**config.mk**
```make
export PLATFORM = sky130hd
export DESIGN_NAME = fes_erase_seq
export DESIGN_NICKNAME = d
export VERILOG_FILES = /design/src/rtl/fes_pkg.sv /design/src/rtl/fes_step_gen.sv /design/src/rtl/fes_pulse_gen.sv /design/src/rtl/fes_erase_seq.sv
export SDC_FILE = /design/constraint.sdc
export NUM_CORES = 1
export LEC_CHECK = 0
export BUFFER_PORTS_ARGS = -buffer_cell sky130_fd_sc_hd__clkbuf_2
export CAP_MARGIN = 10
export CORE_MARGIN = 10
export CORE_UTILIZATION = 54
export DETAILED_ROUTE_END_ITERATION = 10
export HOLD_SLACK_MARGIN = 0.08
export PLACE_DENSITY = 0.86
export SLEW_MARGIN = 20
export SYNTH_ARGS = -nofsm -noshare
export SYNTH_HDL_FRONTEND = slang
export SYNTH_SLANG_ARGS = --single-unit
```
**constraint.sdc**
```tcl
create_clock -name clk -period 3.1 [get_ports clk]
set_clock_uncertainty 0.1 [all_clocks]
set_input_delay 0.31 -clock clk [delete_from_list [all_inputs] [get_ports clk]]
set_output_delay 0.31 -clock clk [all_outputs]
set_load 0.01 [all_outputs]
```
**src/rtl/fes_pkg.sv**
```systemverilog
package fes_pkg;
   typedef enum logic [1:0] {
      OPK_HALT = 2'd0,
      OPK_MEMWR = 2'd1,
      OPK_CTL = 2'd2
   } op_kind_t;

   localparam int unsigned STEP_W = 3;
   localparam logic [STEP_W-1:0] STEP_DUMMY = 3'd4;
   localparam logic [STEP_W-1:0] STEP_LAST = 3'd5;

   localparam logic [15:0] REG_MODE = 16'h0128;
   localparam logic [15:0] REG_CLKSEL = 16'h012A;
   localparam logic [15:0] REG_LOCK = 16'h012C;

   localparam logic [15:0] CODE_MASS = 16'hA506;
   localparam logic [15:0] CODE_SEG = 16'hA502;
   localparam logic [15:0] CLKSEL_VAL = 16'hA540;
   localparam logic [15:0] LOCK_MAIN = 16'hA500;
   localparam logic [15:0] LOCK_INFO = 16'hA540;
   localparam logic [15:0] DUMMY_WORD = 16'h55AA;
   localparam logic [15:0] READ_CTL = 16'h2409;
endpackage

```
**src/rtl/fes_step_gen.sv**
```systemverilog
module fes_step_gen
   import fes_pkg::*;
#(
   parameter int unsigned ADDR_W = 16,
   parameter int unsigned DATA_W = 16
) (
   input  logic [STEP_W-1:0] step_i,
   input  logic              info_i,
   input  logic [ADDR_W-1:0] erase_addr_i,
   output op_kind_t          kind_o,
   output logic [ADDR_W-1:0] addr_o,
   output logic [DATA_W-1:0] data_o
);
   if (ADDR_W < 16) begin : g_bad_addr
      $error("fes_step_gen: ADDR_W must be at least 16");
   end
   if (DATA_W < 16) begin : g_bad_data
      $error("fes_step_gen: DATA_W must be at least 16");
   end

   always_comb begin
      kind_o = OPK_MEMWR;
      addr_o = '0;
      data_o = '0;
      case (step_i)
         3'd0: kind_o = OPK_HALT;
         3'd1: begin
            addr_o = ADDR_W'(REG_MODE);
            data_o = DATA_W'(info_i ? CODE_SEG : CODE_MASS);
         end
         3'd2: begin
            addr_o = ADDR_W'(REG_CLKSEL);
            data_o = DATA_W'(CLKSEL_VAL);
         end
         3'd3: begin
            addr_o = ADDR_W'(REG_LOCK);
            data_o = DATA_W'(info_i ? LOCK_INFO : LOCK_MAIN);
         end
         3'd4: begin
            addr_o = erase_addr_i;
            data_o = DATA_W'(DUMMY_WORD);
         end
         default: begin
            kind_o = OPK_CTL;
            data_o = DATA_W'(READ_CTL);
         end
      endcase
   end
endmodule

```
**src/rtl/fes_pulse_gen.sv**
```systemverilog
module fes_pulse_gen #(
   parameter int unsigned CNT_W = 16,
   parameter int unsigned HALF_W = 4
) (
   input  logic              clk,
   input  logic              rst_n,
   input  logic              drop_i,
   input  logic              start_i,
   input  logic [CNT_W-1:0]  count_i,
   input  logic [HALF_W-1:0] half_i,
   output logic              tclk_o,
   output logic              done_o,
   output logic              run_o
);
   localparam logic [HALF_W-1:0] HALF_ONE = HALF_W'(1);
   localparam logic [CNT_W-1:0] CNT_ONE = CNT_W'(1);

   if (CNT_W < 2) begin : g_bad_cnt
      $error("fes_pulse_gen: CNT_W must be at least 2");
   end
   if (HALF_W < 1) begin : g_bad_half
      $error("fes_pulse_gen: HALF_W must be at least 1");
   end

   logic [CNT_W-1:0]  left_q;
   logic [HALF_W-1:0] ph_q;
   logic [HALF_W-1:0] half_q;
   logic [HALF_W-1:0] half_eff;
   logic              lvl_q;
   logic              run_q;
   logic              done_q;

   assign half_eff = (half_i == '0) ? HALF_ONE : half_i;

   always_ff @(posedge clk or negedge rst_n) begin
      if (!rst_n) begin
         left_q <= '0;
         ph_q   <= '0;
         half_q <= HALF_ONE;
         lvl_q  <= 1'b1;
         run_q  <= 1'b0;
         done_q <= 1'b0;
      end else begin
         done_q <= 1'b0;
         if (drop_i) begin
            lvl_q <= 1'b0;
         end
         if (start_i) begin
            half_q <= half_eff;
            ph_q   <= half_eff - HALF_ONE;
            left_q <= count_i;
            if (count_i == '0) begin
               lvl_q  <= 1'b1;
               done_q <= 1'b1;
            end else begin
               run_q <= 1'b1;
            end
         end else if (run_q) begin
            if (ph_q != '0) begin
               ph_q <= ph_q - HALF_ONE;
            end else begin
               ph_q <= half_q - HALF_ONE;
               if (!lvl_q) begin
                  lvl_q <= 1'b1;
               end else if (left_q == CNT_ONE) begin
                  run_q  <= 1'b0;
                  done_q <= 1'b1;
               end else begin
                  lvl_q  <= 1'b0;
                  left_q <= left_q - CNT_ONE;
               end
            end
         end
      end
   end

   assign tclk_o = lvl_q;
   assign done_o = done_q;
   assign run_o  = run_q;

   p_done_high_r7: assert property (@(posedge clk) disable iff (!rst_n)
      done_o |-> tclk_o);
   p_start_when_idle_r7: assert property (@(posedge clk) disable iff (!rst_n)
      start_i |-> !run_o);
   p_done_single_r9: assert property (@(posedge clk) disable iff (!rst_n)
      done_o |=> !done_o);
endmodule

```
**src/rtl/fes_erase_seq.sv**
```systemverilog
module fes_erase_seq
   import fes_pkg::*;
#(
   parameter int unsigned ADDR_W = 16,
   parameter int unsigned DATA_W = 16,
   parameter int unsigned CNT_W = 16,
   parameter int unsigned HALF_W = 4
) (
   input  logic              clk,
   input  logic              rst_n,
   input  logic              cmd_valid,
   input  logic              cmd_info,
   input  logic [ADDR_W-1:0] cmd_addr,
   input  logic [CNT_W-1:0]  cmd_pulses,
   input  logic [HALF_W-1:0] cfg_half,
   output logic              busy_o,
   output logic              done_o,
   output logic              op_valid,
   output logic [1:0]        op_kind,
   output logic [ADDR_W-1:0] op_addr,
   output logic [DATA_W-1:0] op_data,
   input  logic              op_ready,
   output logic              tclk_o
);
   typedef enum logic [1:0] {ST_IDLE, ST_OPS, ST_PULSE} state_t;

   state_t            state_q;
   logic [STEP_W-1:0] step_q;
   logic              info_q;
   logic [ADDR_W-1:0] addr_q;
   logic [CNT_W-1:0]  cnt_q;
   logic [HALF_W-1:0] half_q;
   logic              accept;
   logic              hs;
   logic              pg_drop;
   logic              pg_start;
   logic              pg_done;
   logic              pg_run;
   op_kind_t          kind_w;

   assign accept   = cmd_valid && (state_q == ST_IDLE);
   assign op_valid = (state_q == ST_OPS);
   assign hs       = op_valid && op_ready;
   assign pg_drop  = hs && (step_q == STEP_DUMMY);
   assign pg_start = hs && (step_q == STEP_LAST);

   always_ff @(posedge clk or negedge rst_n) begin
      if (!rst_n) begin
         state_q <= ST_IDLE;
         step_q  <= '0;
         info_q  <= 1'b0;
         addr_q  <= '0;
         cnt_q   <= '0;
         half_q  <= '0;
      end else begin
         case (state_q)
            ST_IDLE: if (accept) begin
               state_q <= ST_OPS;
               step_q  <= '0;
               info_q  <= cmd_info;
               addr_q  <= cmd_addr;
               cnt_q   <= cmd_pulses;
               half_q  <= cfg_half;
            end
            ST_OPS: if (hs) begin
               if (step_q == STEP_LAST) begin
                  state_q <= ST_PULSE;
               end else begin
                  step_q <= step_q + 3'd1;
               end
            end
            ST_PULSE: if (pg_done) begin
               state_q <= ST_IDLE;
            end
            default: state_q <= ST_IDLE;
         endcase
      end
   end

   fes_step_gen #(.ADDR_W(ADDR_W), .DATA_W(DATA_W)) u_step (
      .step_i      (step_q),
      .info_i      (info_q),
      .erase_addr_i(addr_q),
      .kind_o      (kind_w),
      .addr_o      (op_addr),
      .data_o      (op_data)
   );
   assign op_kind = kind_w;

   fes_pulse_gen #(.CNT_W(CNT_W), .HALF_W(HALF_W)) u_pulse (
      .clk    (clk),
      .rst_n  (rst_n),
      .drop_i (pg_drop),
      .start_i(pg_start),
      .count_i(cnt_q),
      .half_i (half_q),
      .tclk_o (tclk_o),
      .done_o (pg_done),
      .run_o  (pg_run)
   );

   assign busy_o = (state_q != ST_IDLE);
   assign done_o = pg_done;

   p_hold_op_r3: assert property (@(posedge clk) disable iff (!rst_n)
      op_valid && !op_ready |=> op_valid && $stable(op_kind) && $stable(op_addr) && $stable(op_data));
   p_ctl_tclk_low_r6: assert property (@(posedge clk) disable iff (!rst_n)
      op_valid && (op_kind == 2'd2) |-> !tclk_o);
   p_busy_fall_r9: assert property (@(posedge clk) disable iff (!rst_n)
      $fell(busy_o) |-> $past(done_o));
   p_quiet_idle_r1: assert property (@(posedge clk) disable iff (!rst_n)
      !busy_o |-> !op_valid && tclk_o);
   p_no_op_pulsing_r7: assert property (@(posedge clk) disable iff (!rst_n)
      pg_run |-> !op_valid);
   p_first_halt_r2: assert property (@(posedge clk) disable iff (!rst_n)
      $rose(busy_o) |-> op_valid && (op_kind == 2'd0));
endmodule

```
==> results of run 1 <==
==> worst reg2reg max path, delay by kind of cell, from the launching register on <==
family / cells / cell delay [ns]
flip-flops: 1 / 0.44
AND/OR/NAND/NOR: 4 / 1.67
AO/OA/AOI/OAI: 1 / 0.17
==> area by class of cell <==
| cell class | instances | area share [%] |
|---|---|---|
| sequential | 69 | 42.08 |
| clock inverter | 7 | 1.218 |
| timing repair buffer | 80 | 10.11 |
| multi-input combinational | 236 | 40.04 |
| tap | 77 | 2.345 |
| inverter | 13 | 1.188 |
| clock buffer | 9 | 3.015 |
==> kinds of logic after synthesis <==
group | count (synthesis) | synth area share [%]
simple gates | 119 | 17.93
flops | 69 | 49.57
compound gates | 54 | 9.900
mux | 39 | 12.59
buf+inv | 29 | 3.766
xor+xnor | 13 | 3.264
fa+ha+maj | 8 | 2.870
other cells | 1 | 0.1075
==> registers in the layout, summed over array words and instances, names as in the netlist <==
name and cells:
u_pulse.done_o 1, u_pulse.half_q 4, state_q 2, u_pulse.tclk_o 1
u_pulse.left_q 16, addr_q 16, cnt_q 16, step_q 3
half_q 4, u_pulse.ph_q 4, u_pulse.run_o 1, info_q 1
==> through the flow <==
stage / hold slack, ns / cells / worst slack (ns) / power (µW) / util [%]
floorplan: -0.08559 / 334 / 0.8666 / 2848 / -
global placement: 0.3681 / 474 / 0.7524 / 3367 / 62.17
detailed placement: 0.3775 / 474 / 0.6838 / 3475 / 62.17
CTS: 0.08557 / 491 / 0.3551 / 4138 / 65.08
global route: 0.08650 / 491 / 0.1823 / 4438 / 65.08
finish: 0.09347 / 491 / 0.3413 / 4120 / 65.08
==> cell usage after synthesis (3+ instances only) <==
library cell / n
sky130_fd_sc_hd__a21o_1: 6
sky130_fd_sc_hd__a31oi_1: 5
sky130_fd_sc_hd__and3_1: 12
sky130_fd_sc_hd__buf_4: 6
sky130_fd_sc_hd__clkbuf_1: 10
sky130_fd_sc_hd__dfrtp_1: 67
sky130_fd_sc_hd__ha_1: 8
sky130_fd_sc_hd__inv_1: 13
sky130_fd_sc_hd__mux2_2: 39
sky130_fd_sc_hd__nand2_1: 35
sky130_fd_sc_hd__nand3_1: 11
sky130_fd_sc_hd__nor2_1: 24
sky130_fd_sc_hd__nor3_1: 5
sky130_fd_sc_hd__nor4_1: 5
sky130_fd_sc_hd__nor4b_1: 4
sky130_fd_sc_hd__o211ai_1: 5
sky130_fd_sc_hd__o21ai_0: 18
sky130_fd_sc_hd__o22ai_1: 4
sky130_fd_sc_hd__or2_2: 3
sky130_fd_sc_hd__or3_1: 5
sky130_fd_sc_hd__or4_1: 3
sky130_fd_sc_hd__xor2_1: 12
==> report_power, final <==
group / total (µW) / internal [µW] / switching, µW / leakage (µW)
registers: 1800 / 1350 / 442 / 0.000811
logic: 1670 / 795 / 879 / 0.00102
clock network: 650 / 291 / 359 / 0.0000816
==> final timing paths <==
kind	endpoint	slack, ns	cells past startpoint
max in group asynchronous	u_pulse.ph_q[1]$_DFFE_PN0N_	1.76	3
hold reg to reg	u_pulse.half_q[3]$_DFFE_PN0P_	0.40	2
hold / removal	addr_q[3]$_DFFE_PN0P_	0.09	2
setup reg to reg	u_pulse.left_q[15]$_DFFE_PN0P_	0.65	5
setup / recovery	op_data[10]	0.34	5
min in group asynchronous	cnt_q[14]$_DFFE_PN0P_	0.60	3
==> per-layer routing <==
layer | vias to the layer above | GRT usage [%] | part of all wire, %
met4 | 0 | 5.109 | 1.4
li1 | 1331 | - | -
met1 | 1334 | 20.77 | 42
met3 | 11 | 8.104 | 10
met5 | - | 0 | 0
met2 | 117 | 27.00 | 47
==> flow_results.org, run 1 <==
** Setup path
- Launching element of the worst setup path :: step_q[2]$_DFFE_PN0P_
- Data on the critical path is required at its endpoint by approximately 2.7 ns.
- The worst setup path is of the reg -> out kind.
- Cell with the largest stage delay on the worst path :: sky130_fd_sc_hd__dfrtp_1
- STA classifies the critical path startpoint as a register.
- For the worst setup path, the data arrival time is between 2 and 2.5 ns.
- Kind of cell adding the most delay to the critical path :: flip-flops
- Slowest stage delay, CP :: 0.67 ns
- The startpoint identified for the worst register-to-register timing path is u_pulse.ph_q[1]$_DFFE_PN0N_.
- Crit path capture type :: output pin
- Cells along the critical path :: inv_1 > ha_1 > o21bai_1 > or3_1 > clkbuf_2
- Critical path buffer and inverter count :: 2
- Of all nets on the critical path, the largest fanout is 19.

** Layout
- Layout area overhead :: 17.79%
- Across the whole layout, storage elements account for about 0.0017 mm².
- Post-layout net count :: around 460
- After routing the design area is ~0.004 mm².
- Number of filler cells placed in the layout :: ~490
- Leaving out fill and tap cells, the most frequent cell in the layout is sky130_fd_sc_hd__clkbuf_2.
- Most frequent cells in the layout :: sky130_fd_sc_hd__clkbuf_2 (74), sky130_fd_sc_hd__dfrtp_1 (67), sky130_fd_sc_hd__mux2_2 (39), sky130_fd_sc_hd__nand2_1 (35), sky130_fd_sc_hd__nor2_1 (22)
- Multi-input gate area in the final layout :: between 0.0015 and 0.002 mm²
- The post-route netlist has roughly a third of its cells at a drive strength greater than 1.
- 0 antenna diodes ended up in the layout.

** Route
- Post-detailed-route DRC marker count :: 0
- Via count of the routed design :: 2793
- The first routing iteration left 218 violations.
- The routed design has between 8000 and 9000 µm of wire.
- The detail route stage leaves a number of antenna-violating nets equal to 0.
- Before antenna repair, the detailed router went through 4 iterations.
- After detailed routing, the average wire length per cell comes to about 17 µm.
- Drt via density :: 5.688

** Synth
- Counting flops with a built-in enable in the synthesized netlist gives 0.
- Most used flip-flop cell after synthesis :: sky130_fd_sc_hd__dfrtp_1
- Sequential cells were found to cover 49.57% of the synthesized design area.
- The largest total area in the synthesized netlist belongs to sky130_fd_sc_hd__dfrtp_1.
- During synthesis, Yosys emitted a total of 0 warnings.
- Register bit total from synthesis :: between 60 and 70
- Share of synthesized flip-flops with an asynchronous set or reset :: 100.0%
- In this run, distinct cell masters in the synthesized netlist total 42.
- The share of synthesized area in the top cell type comes to about half.
- Post-Synthesis Cell Area :: between 0.003 and 0.004 mm²
- Top area cells in the synthesized netlist :: sky130_fd_sc_hd__dfrtp_1 (48%), sky130_fd_sc_hd__mux2_2 (13%), sky130_fd_sc_hd__nand2_1 (3.8%), sky130_fd_sc_hd__xor2_1 (3.0%), sky130_fd_sc_hd__ha_1 (2.9%)
- After synthesis, the mean cell area works out to 10.51 µm².
- Synth Instances :: between 300 and 400

** Timing
- The worst pin sits at a relative slew slack of 43.76%.
- Setup repair after global routing left no endpoint under its margin.
- For the finished layout, the period the worst path requires is ~2.8 ns.
- Post-Route Setup TNS :: 0 ns
- The number of slew-limit violations in the final report was 0.
- Setup violations remaining at the end of the flow were counted as 0.
- Transition time at the pin with the least slew margin :: about 0.84 ns
- Static timing analysis puts the maximum clock frequency at around 0.36 GHz.
- The count of endpoints failing hold in the final timing report came to 0.
- Final clock period utilization by the worst path :: 88.99%

** Worst hold path
- Critical hold path startpoint :: cmd_addr[3]
- In this run the worst hold path is classified as in -> reg.

** Run
- Max-cap viol count :: 0

** Floorplan
- The total area inside the core boundary comes to ~0.0063 mm².
- Count of pins on the block boundary :: just under 80
- DIE HEIGHT :: between 100 and 150 µm
- Floorplan die area :: around 0.01 mm²
- The floorplan has 29 rows.
- Starting utilization of the core area :: 55.25%
- Die X-Extent :: 100.4 µm

** Run status
- Run status :: finished, final reports clean

** CTS
- Clock buffers created by TritonCTS :: 9
- After clock tree synthesis, the flow added hold-fix buffers numbering 1.
- Clock-pin slew reported for the worst setup and hold paths after clock tree synthesis :: 0.08 ns
- Number of H-tree levels :: 3
- The cell sitting at the root of the clock tree is a sky130_fd_sc_hd__clkbuf_8.
- Resized Gates After CTS :: 0
- Post-CTS setup buffer count :: 0
- TritonCTS clock tree :: built
- Sinks on the clock net :: between 60 and 70
- Maximum buffer depth of the clock tree :: 2
- For the worst-skew pair, the clock arrives at the later sink with an insertion delay of 0.34 ns.

** Power and ir drop
- The analysis attributes to cell leakage a power of 0.001916 µW.
- Worst vdd ir :: roughly 0.00091 V
- Areal power density over the cells :: about 1000 mW/mm²

** Global routing
- The first global-routing pass estimated about 14000 µm of wire.
- Overall Global Routing Usage :: approximately 17%
- Entering global routing, the biggest net connects 70 pins.
- The number of global-route vias before repair is about 3000.
- For this run the aggregate overflow at the end of global routing stands at 0.
- Initial antenna violation count :: 0

** Placement
- Routability-driven placement finished with a final weighted congestion of around 0.85.
- Detailed placement ended at an HPWL of 6366 µm.
- Port buffering added between 70 and 80 buffers.
- Placed instance area :: between 0.003 and 0.004 mm²
Note: power is estimated with default switching activity, not from simulation.
==> run 2, diff against run 1 <==
RECOVER_POWER = 25   (was not set)
==> run 2 against run 1 <==
Net effect:
- the run now ends with capacitance limit, slew limit left
- critical path depth unchanged
- via count increased by 0.14%
- sequential share of layout area about the same
- combinational power about the same
- sequential power about the same
- cell count unchanged
- clock power about the same
- final area about the same
- global-route usage unchanged
- routed wire length increased by 0.26%
- critical path type unchanged
- critical endpoint unchanged
==> flow_results.org, run 2 (synthesis results as in run 1) <==
** Run status
- Run status :: complete, but fails checks (was finished, final reports clean)
- Failing checks :: capacitance limit, slew limit

** Setup path
- The maximum fanout encountered on the critical timing path was 19 (unchanged).
- The type of origin of the critical path was a register (unchanged).
- Required time of the critical path :: 2.69 ns (about the same)
- The worst endpoint data arrival time is 2.35 ns (about the same).
- Worst R2R Setup Slack :: 0.64 ns (was 0.65 ns)
- The class of the most critical setup path was reg -> out (unchanged).
- Crit path capture type :: output pin (unchanged)

** Layout
- Number of filler cells placed in the layout :: 489 (was 488)
- Share of final-layout standard cells stronger than drive strength 1 :: 34.54% (was 35.02%)
- The number of nets at the end of the flow was 458 (unchanged).
- Largest registers: addr_q x16, cnt_q x16, u_pulse.left_q x16 (unchanged).
- The final instance area is 0.004105 mm² (was 0.004109 mm²).
- Most frequent cells in the layout :: sky130_fd_sc_hd__clkbuf_2 (74), sky130_fd_sc_hd__dfrtp_1 (67), sky130_fd_sc_hd__mux2_2 (39), sky130_fd_sc_hd__nand2_1 (35), sky130_fd_sc_hd__nor2_1 (22) (unchanged)
- The synthesis-to-layout area growth came to 17.68% (was 17.79%).
- Leading cell type in the layout, fill and taps excluded :: sky130_fd_sc_hd__clkbuf_2 (unchanged)
- # diodes :: 0 (unchanged)

** Timing
- The worst hold margin came to 0.09304 ns (was 0.09347 ns).
- The total setup violations reported at the end of the flow came to 0 (unchanged).
- The final clock period utilization by the worst path is 89.04% (was 88.99%).
- The final sum of negative setup slack is 0 ns (unchanged).
- The count of endpoints failing hold in the final timing report came to 0 (unchanged).
- The minimum clock period after layout came to 2.760 ns (was 2.759 ns).
- RSZ-0062 raised after global routing: no (unchanged).
- The achievable clock frequency is 0.3623 GHz (was 0.3625 GHz).
- The pin slew with the least headroom to its limit is 1.676 ns (was 0.8435 ns).
- Max transition margin :: -11.76% (was 43.76%)
- Slew Viols, Final :: 70 (was 0)

** Global routing
- The number of global-route vias before repair is 2928 (unchanged).
- The wire length of the first global-routing pass is 14190 µm (unchanged).
- Initial antenna violation count :: 0 (unchanged)
- Largest net degree at the start of global routing :: 70 (unchanged)
- Global route total overflow :: 0 (unchanged)
- Overall Global Routing Usage :: 17.28% (unchanged)

** Placement
- Buffers added on ports :: 75 (unchanged)
- The detailed-placement wirelength estimate was 6366 µm (unchanged).
- The last weighted congestion value of the routability-driven placer is 0.8537 (unchanged).
- Placed instance area :: 0.003925 mm² (unchanged)

** CTS
- The root buffer cell is sky130_fd_sc_hd__clkbuf_8 (unchanged).
- Maximum buffer depth of the clock tree :: 2 (unchanged)
- Sinks on the clock net :: 69 (unchanged)
- The insertion delay of the later-clocked pin in the worst-skew pair came to 0.34 ns (about the same).
- The total CTS buffers is 9 (unchanged).
- The clock slew at the register clock pins of the worst setup and hold paths is 0.08 ns (about the same).
- The H-tree level count was 3 (unchanged).
- The clock tree from TritonCTS is built (unchanged).
- Post-CTS setup buffer count :: 0 (unchanged)

** Floorplan
- The top-level port count is 79 (unchanged).
- Core footprint :: 0.006314 mm² (unchanged)
- The vertical die dimension came to 100.4 µm (unchanged).
- Standard-cell row count :: 29 (unchanged)
- The area enclosed by the die boundary was 0.01008 mm² (unchanged).
- The floorplan die width came to 100.4 µm (unchanged).
- Starting utilization of the core area :: 55.25% (unchanged)

** Route
- Post-detailed-route DRC marker count :: 0 (unchanged)
- Detailed-route wire length :: 8551 µm (was 8529 µm)
- Drt via density :: 5.697 (was 5.688)
- WL per Instance :: 17.42 µm (was 17.37 µm)
- Antenna-violating nets left :: 0 (unchanged)
- The number of optimization iterations in the first detailed-route pass was 5 (was 4).
- Initial DRC Count :: 183 (was 218)
- Via count of the routed design :: 2797 (was 2793)

** Power and ir drop
- The total leakage power was 0.001912 µW (was 0.001916 µW).
- Areal power density over the cells :: 1003 mW/mm² (about the same)
- The worst vdd rail ir drop was 0.0009107 V (was 0.0009106 V).

** Worst hold path
- The worst min-delay path class was in -> reg (unchanged).

** Run
- Max-cap viol count :: 1 (was 0)
-- run 2: timing repair --
action	CTS	global route
endpoints found under the hold margin	11	0
hold buffers	1	0
gates resized for setup	0	0
-- run 2: worst max-delay path, stage by stage (launching register included) --
cell,delay [ns]
sky130_fd_sc_hd__dfrtp_1,0.67
sky130_fd_sc_hd__inv_1,0.16
sky130_fd_sc_hd__ha_1,0.29
sky130_fd_sc_hd__o21bai_1,0.32
sky130_fd_sc_hd__or3_1,0.41
sky130_fd_sc_hd__clkbuf_2,0.14
-- run 2: final cells by class --
| type | instances | area [µm²] | share of cell area, % |
|---|---|---|---|
| flip-flops and latches | 69 | 1729 | 42.12 |
| inverters | 13 | 48.80 | 1.189 |
| clock buffers | 9 | 123.9 | 3.017 |
| multi-input cells | 236 | 1645 | 40.08 |
| well taps | 77 | 96.34 | 2.347 |
| repair buffers | 80 | 411.6 | 10.03 |
| clock inverters | 7 | 50.05 | 1.219 |
-- run 2: worst paths after layout --
kind / startpoint / endpoint / cells after the start
min reg2reg: u_pulse.half_q[3]$_DFFE_PN0P_ / u_pulse.half_q[3]$_DFFE_PN0P_ / 2
min: cmd_addr[3] / addr_q[3]$_DFFE_PN0P_ / 2
max: step_q[2]$_DFFE_PN0P_ / op_data[10] / 5
max in group asynchronous: rst_n / info_q$_DFFE_PN0P_ / 3
min in group asynchronous: rst_n / cnt_q[14]$_DFFE_PN0P_ / 3
max reg2reg: u_pulse.ph_q[1]$_DFFE_PN0N_ / u_pulse.left_q[15]$_DFFE_PN0P_ / 5
-- run 2: per-stage QoR --
| stage | util (%) | worst slack, ns | total power [µW] | cells |
|---|---|---|---|---|
| 5_1_grt | 65.02 | 0.1823 | 4436 | 491 |
| 2_1_floorplan | - | 0.8666 | 2848 | 334 |
| 4_1_cts | 65.08 | 0.3551 | 4138 | 491 |
| 3_3_place_gp | 62.17 | 0.7524 | 3367 | 474 |
| 3_5_place_dp | 62.17 | 0.6838 | 3475 | 474 |
| 6_report | 65.02 | 0.3396 | 4119 | 491 |
-- run 2: power by group --
part	switching (µW)	internal [µW]
combinational	881	795
sequential	439	1350
clock	360	291
total	1680	2440
-- run 2: routing by layer --
layer	vias to the layer above	routed length (µm)	track usage (%)
met2	97	4002	27.00
met1	1359	3595	20.77
met4	0	119	5.109
met3	11	834	8.104
met5	-	0	0
li1	1330	-	-
==> run 3, diff against run 2 <==
REMOVE_ABC_BUFFERS = 1   (was not set)
==> run 3 against run 2 <==
Net effect:
- the flow still finishes with violations (capacitance limit, slew limit)
- fmax is 6.3% higher
- setup slack better by 0.16 ns
- sequential share of layout area is 1.3 points lower
- register-to-register slack better by 0.03 ns
- final area is 3.2% higher
- sequential cell count stayed put
- via count is 2.2% lower
- non-clock buffer count is 6 higher
- worst hold slack better by 0.0046 ns
- routed wire length is 8.6% lower
- largest cell class unchanged
- highest routed layer unchanged
==> flow_results.org, run 3 (synthesis results as in run 1) <==
** Run status
- Run status :: complete, but fails checks (unchanged)
- Failing checks: capacitance limit, slew limit (unchanged).

** Setup path
- Worst R2R Setup Slack :: 0.67 ns (was 0.64 ns)
- Destination of the worst register-to-register timing path :: u_pulse.left_q[15]$_DFFE_PN0P_ (unchanged)
- Launching element of the worst setup path :: step_q[2]$_DFFE_PN0P_ (unchanged)
- The data required time at the worst endpoint came to 2.69 ns (about the same).
- Worst Setup Path Type :: reg -> out (unchanged)
- Launching point of the worst reg2reg path :: u_pulse.ph_q[1]$_DFFE_PN0N_ (unchanged)
- The number of cells on the worst reg-to-reg path came to 5 (unchanged).
- Worst endpoint data arrival time :: 2.19 ns (was 2.35 ns)
- The maximum fanout encountered on the critical timing path is 19 (unchanged).
- The type of origin of the critical path was a register (unchanged).
- Crit path capture type :: output pin (unchanged)

** Worst hold path
- The source of the worst hold timing path is cmd_pulses[3] (was cmd_addr[3]).
- The hold path depth is 2 (unchanged).
- The worst min-delay path class is in -> reg (unchanged).
- The endpoint of the worst hold path is cnt_q[3]$_DFFE_PN0P_ (was addr_q[3]$_DFFE_PN0P_).

** Global routing
- The number of antenna violations at the first check in global routing came to 0 (unchanged).
- The largest net degree at the start of global routing is 40 (was 70).
- Global route total overflow :: 0 (unchanged)
- Vias in the first global route :: 2818 (was 2928)
- The global-route usage over all layers is 15.98% (was 17.28%).
- The wire length of the first global-routing pass was 13250 µm (was 14190 µm).

** Layout
- The number of nets at the end of the flow came to 464 (was 458).
- The number of diodes added for antenna fixing is 0 (unchanged).
- The number of inserted filler cells in the final layout is 493 (was 489).
- Leading cell type in the layout, fill and taps excluded :: sky130_fd_sc_hd__clkbuf_2 (unchanged)
- The synthesis-to-layout area growth was 21.45% (was 17.68%).
- The layout cell share with drive strength beyond 1 was 33.81% (was 34.54%).
- The post-route core utilization was 67.10% (was 65.02%).
- Most frequent cells in the layout :: sky130_fd_sc_hd__clkbuf_2 (73), sky130_fd_sc_hd__dfrtp_1 (67), sky130_fd_sc_hd__mux2_2 (39), sky130_fd_sc_hd__nand2_1 (35), sky130_fd_sc_hd__nor2_1 (23) (was sky130_fd_sc_hd__clkbuf_2 (74), sky130_fd_sc_hd__dfrtp_1 (67), sky130_fd_sc_hd__mux2_2 (39), sky130_fd_sc_hd__nand2_1 (35), sky130_fd_sc_hd__nor2_1 (22))
- Largest registers: addr_q x16, cnt_q x16, u_pulse.left_q x16 (unchanged).

** Timing
- The number of slew-limit violations in the final report was 31 (was 70).
- The final clock period utilization by the worst path came to 83.78% (was 89.04%).
- Final setup violation count :: 0 (unchanged)
- The count of endpoints failing hold in the final timing report came to 0 (unchanged).
- RSZ-0062 raised after global routing: no (unchanged).
- The pin slew with the least headroom to its limit is 1.719 ns (was 1.676 ns).
- Post-Route Setup TNS :: 0 ns (unchanged)
- The minimum clock period after layout was 2.597 ns (was 2.760 ns).
- Max transition margin :: -14.60% (was -11.76%)
- The achievable clock frequency is 0.3850 GHz (was 0.3623 GHz).

** CTS
- The root buffer cell is sky130_fd_sc_hd__clkbuf_8 (unchanged).
- Sinks on the clock net :: 69 (unchanged)
- Clock buffers created by TritonCTS :: 9 (unchanged)
- Clock-pin slew reported for the worst setup and hold paths after clock tree synthesis :: 0.07 ns (was 0.08 ns)
- Maximum buffer depth of the clock tree :: 2 (unchanged)
- The clock tree from TritonCTS is built (unchanged).
- Number of H-tree levels :: 3 (unchanged)
- The count of hold-fix buffers inserted at cts came to 4 (was 1).
- Resized Gates After CTS :: 0 (unchanged)
- Later-pin clock latency in the skew report :: 0.34 ns (about the same)
- Post-CTS setup buffer count :: 0 (unchanged)

** Power and ir drop
- The power after layout was 4251 µW (was 4119 µW).
- The worst vdd rail ir drop came to 0.0007131 V (was 0.0009107 V).
- Areal power density over the cells :: 1003 mW/mm² (about the same)
- The total leakage power is 0.001966 µW (was 0.001912 µW).

** Floorplan
- Floorplan die area :: 0.01008 mm² (unchanged)
- The floorplan die width was 100.4 µm (unchanged).
- The vertical die dimension is 100.4 µm (unchanged).
- The starting utilization of the core area came to 55.25% (unchanged).
- The number of cell rows came to 29 (unchanged).
- The top-level port count came to 79 (unchanged).
- Core footprint :: 0.006314 mm² (unchanged)

** Route
- The routed wire length was 7815 µm (was 8551 µm).
- Initial DRC Count :: 219 (was 183)
- 1st-pass router iterations :: 4 (was 5)
- The routed via count is 2735 (was 2797).
- The per-cell via count in the routed design came to 5.503 (was 5.697).
- Antenna-violating nets left :: 0 (unchanged)
- The DRC violation count after routing was 0 (unchanged).
- WL per Instance :: 15.72 µm (was 17.42 µm)

** Run
- The reported max-cap violation count came to 1 (unchanged).

** Placement
- The number of port buffers is 75 (unchanged).
- The last weighted congestion value of the routability-driven placer is 0.8230 (was 0.8537).
- The detailed-placement wirelength estimate is 5992 µm (was 6366 µm).
run 3: cell types whose count changed in the layout (fill, tap and decap cells not counted), moves of 2 or more:
cell                            before  now
sky130_fd_sc_hd__bufinv_16           0    2
sky130_fd_sc_hd__clkbuf_8            9   11
sky130_fd_sc_hd__clkinv_2            2    0
sky130_fd_sc_hd__dlygate4sd3_1       1    7
run 3: power breakdown:
group	leakage, µW	switching, µW	internal (µW)	total (µW)
registers	0.000811	408	1350	1760
logic	0.00105	855	801	1660
clock network	0.000108	337	497	834
run 3: worst max-delay path by stage:
stage                                endpoint  slack, ns
2_1_floorplan           addr_q[0]$_DFFE_PN0P_       0.14
3_3_place_gp   u_pulse.left_q[15]$_DFFE_PN0P_       0.78
3_5_place_dp   u_pulse.left_q[15]$_DFFE_PN0P_       0.69
4_1_cts                           op_data[10]       0.50
5_1_grt                           op_data[10]       0.32
6_report                          op_data[10]       0.50
run 3: stage by stage:
step,cell area (µm²),hold WS (ns),worst slack [ns],cells
floorplan,3413,-0.08559,0.1447,318
global placement,3935,0.3162,0.7850,474
detailed placement,3935,0.3246,0.6904,474
CTS,4209,0.08013,0.4959,494
global route,4237,0.08163,0.3170,497
finish,4237,0.09763,0.5028,497
run 3: layout make-up:
cell class                      instances  area, µm²  share of cell area, %
Sequential cell                        69       1729                  40.82
Multi-Input combinational cell        236       1643                  38.78
Timing Repair Buffer                   86      485.5                  11.46
Clock buffer                           11      151.4                  3.574
Tap cell                               77      96.34                  2.274
Clock inverter                          5      82.58                  1.949
Inverter                               13      48.80                  1.152
run 3: routing by layer:
layer / global-route usage [%] / share of wire (%)
met1: 19.45 / 43
met2: 24.63 / 46
met3: 7.212 / 9.5
met4: 5.326 / 1.2
met5: 0 / 0
run 3: critical path: stages (launching register included):
cell and delay, ns:
sky130_fd_sc_hd__dfrtp_1 0.64, sky130_fd_sc_hd__inv_1 0.14, sky130_fd_sc_hd__ha_1 0.28, sky130_fd_sc_hd__o21bai_1 0.29, sky130_fd_sc_hd__or3_1 0.37, sky130_fd_sc_hd__clkbuf_2 0.13
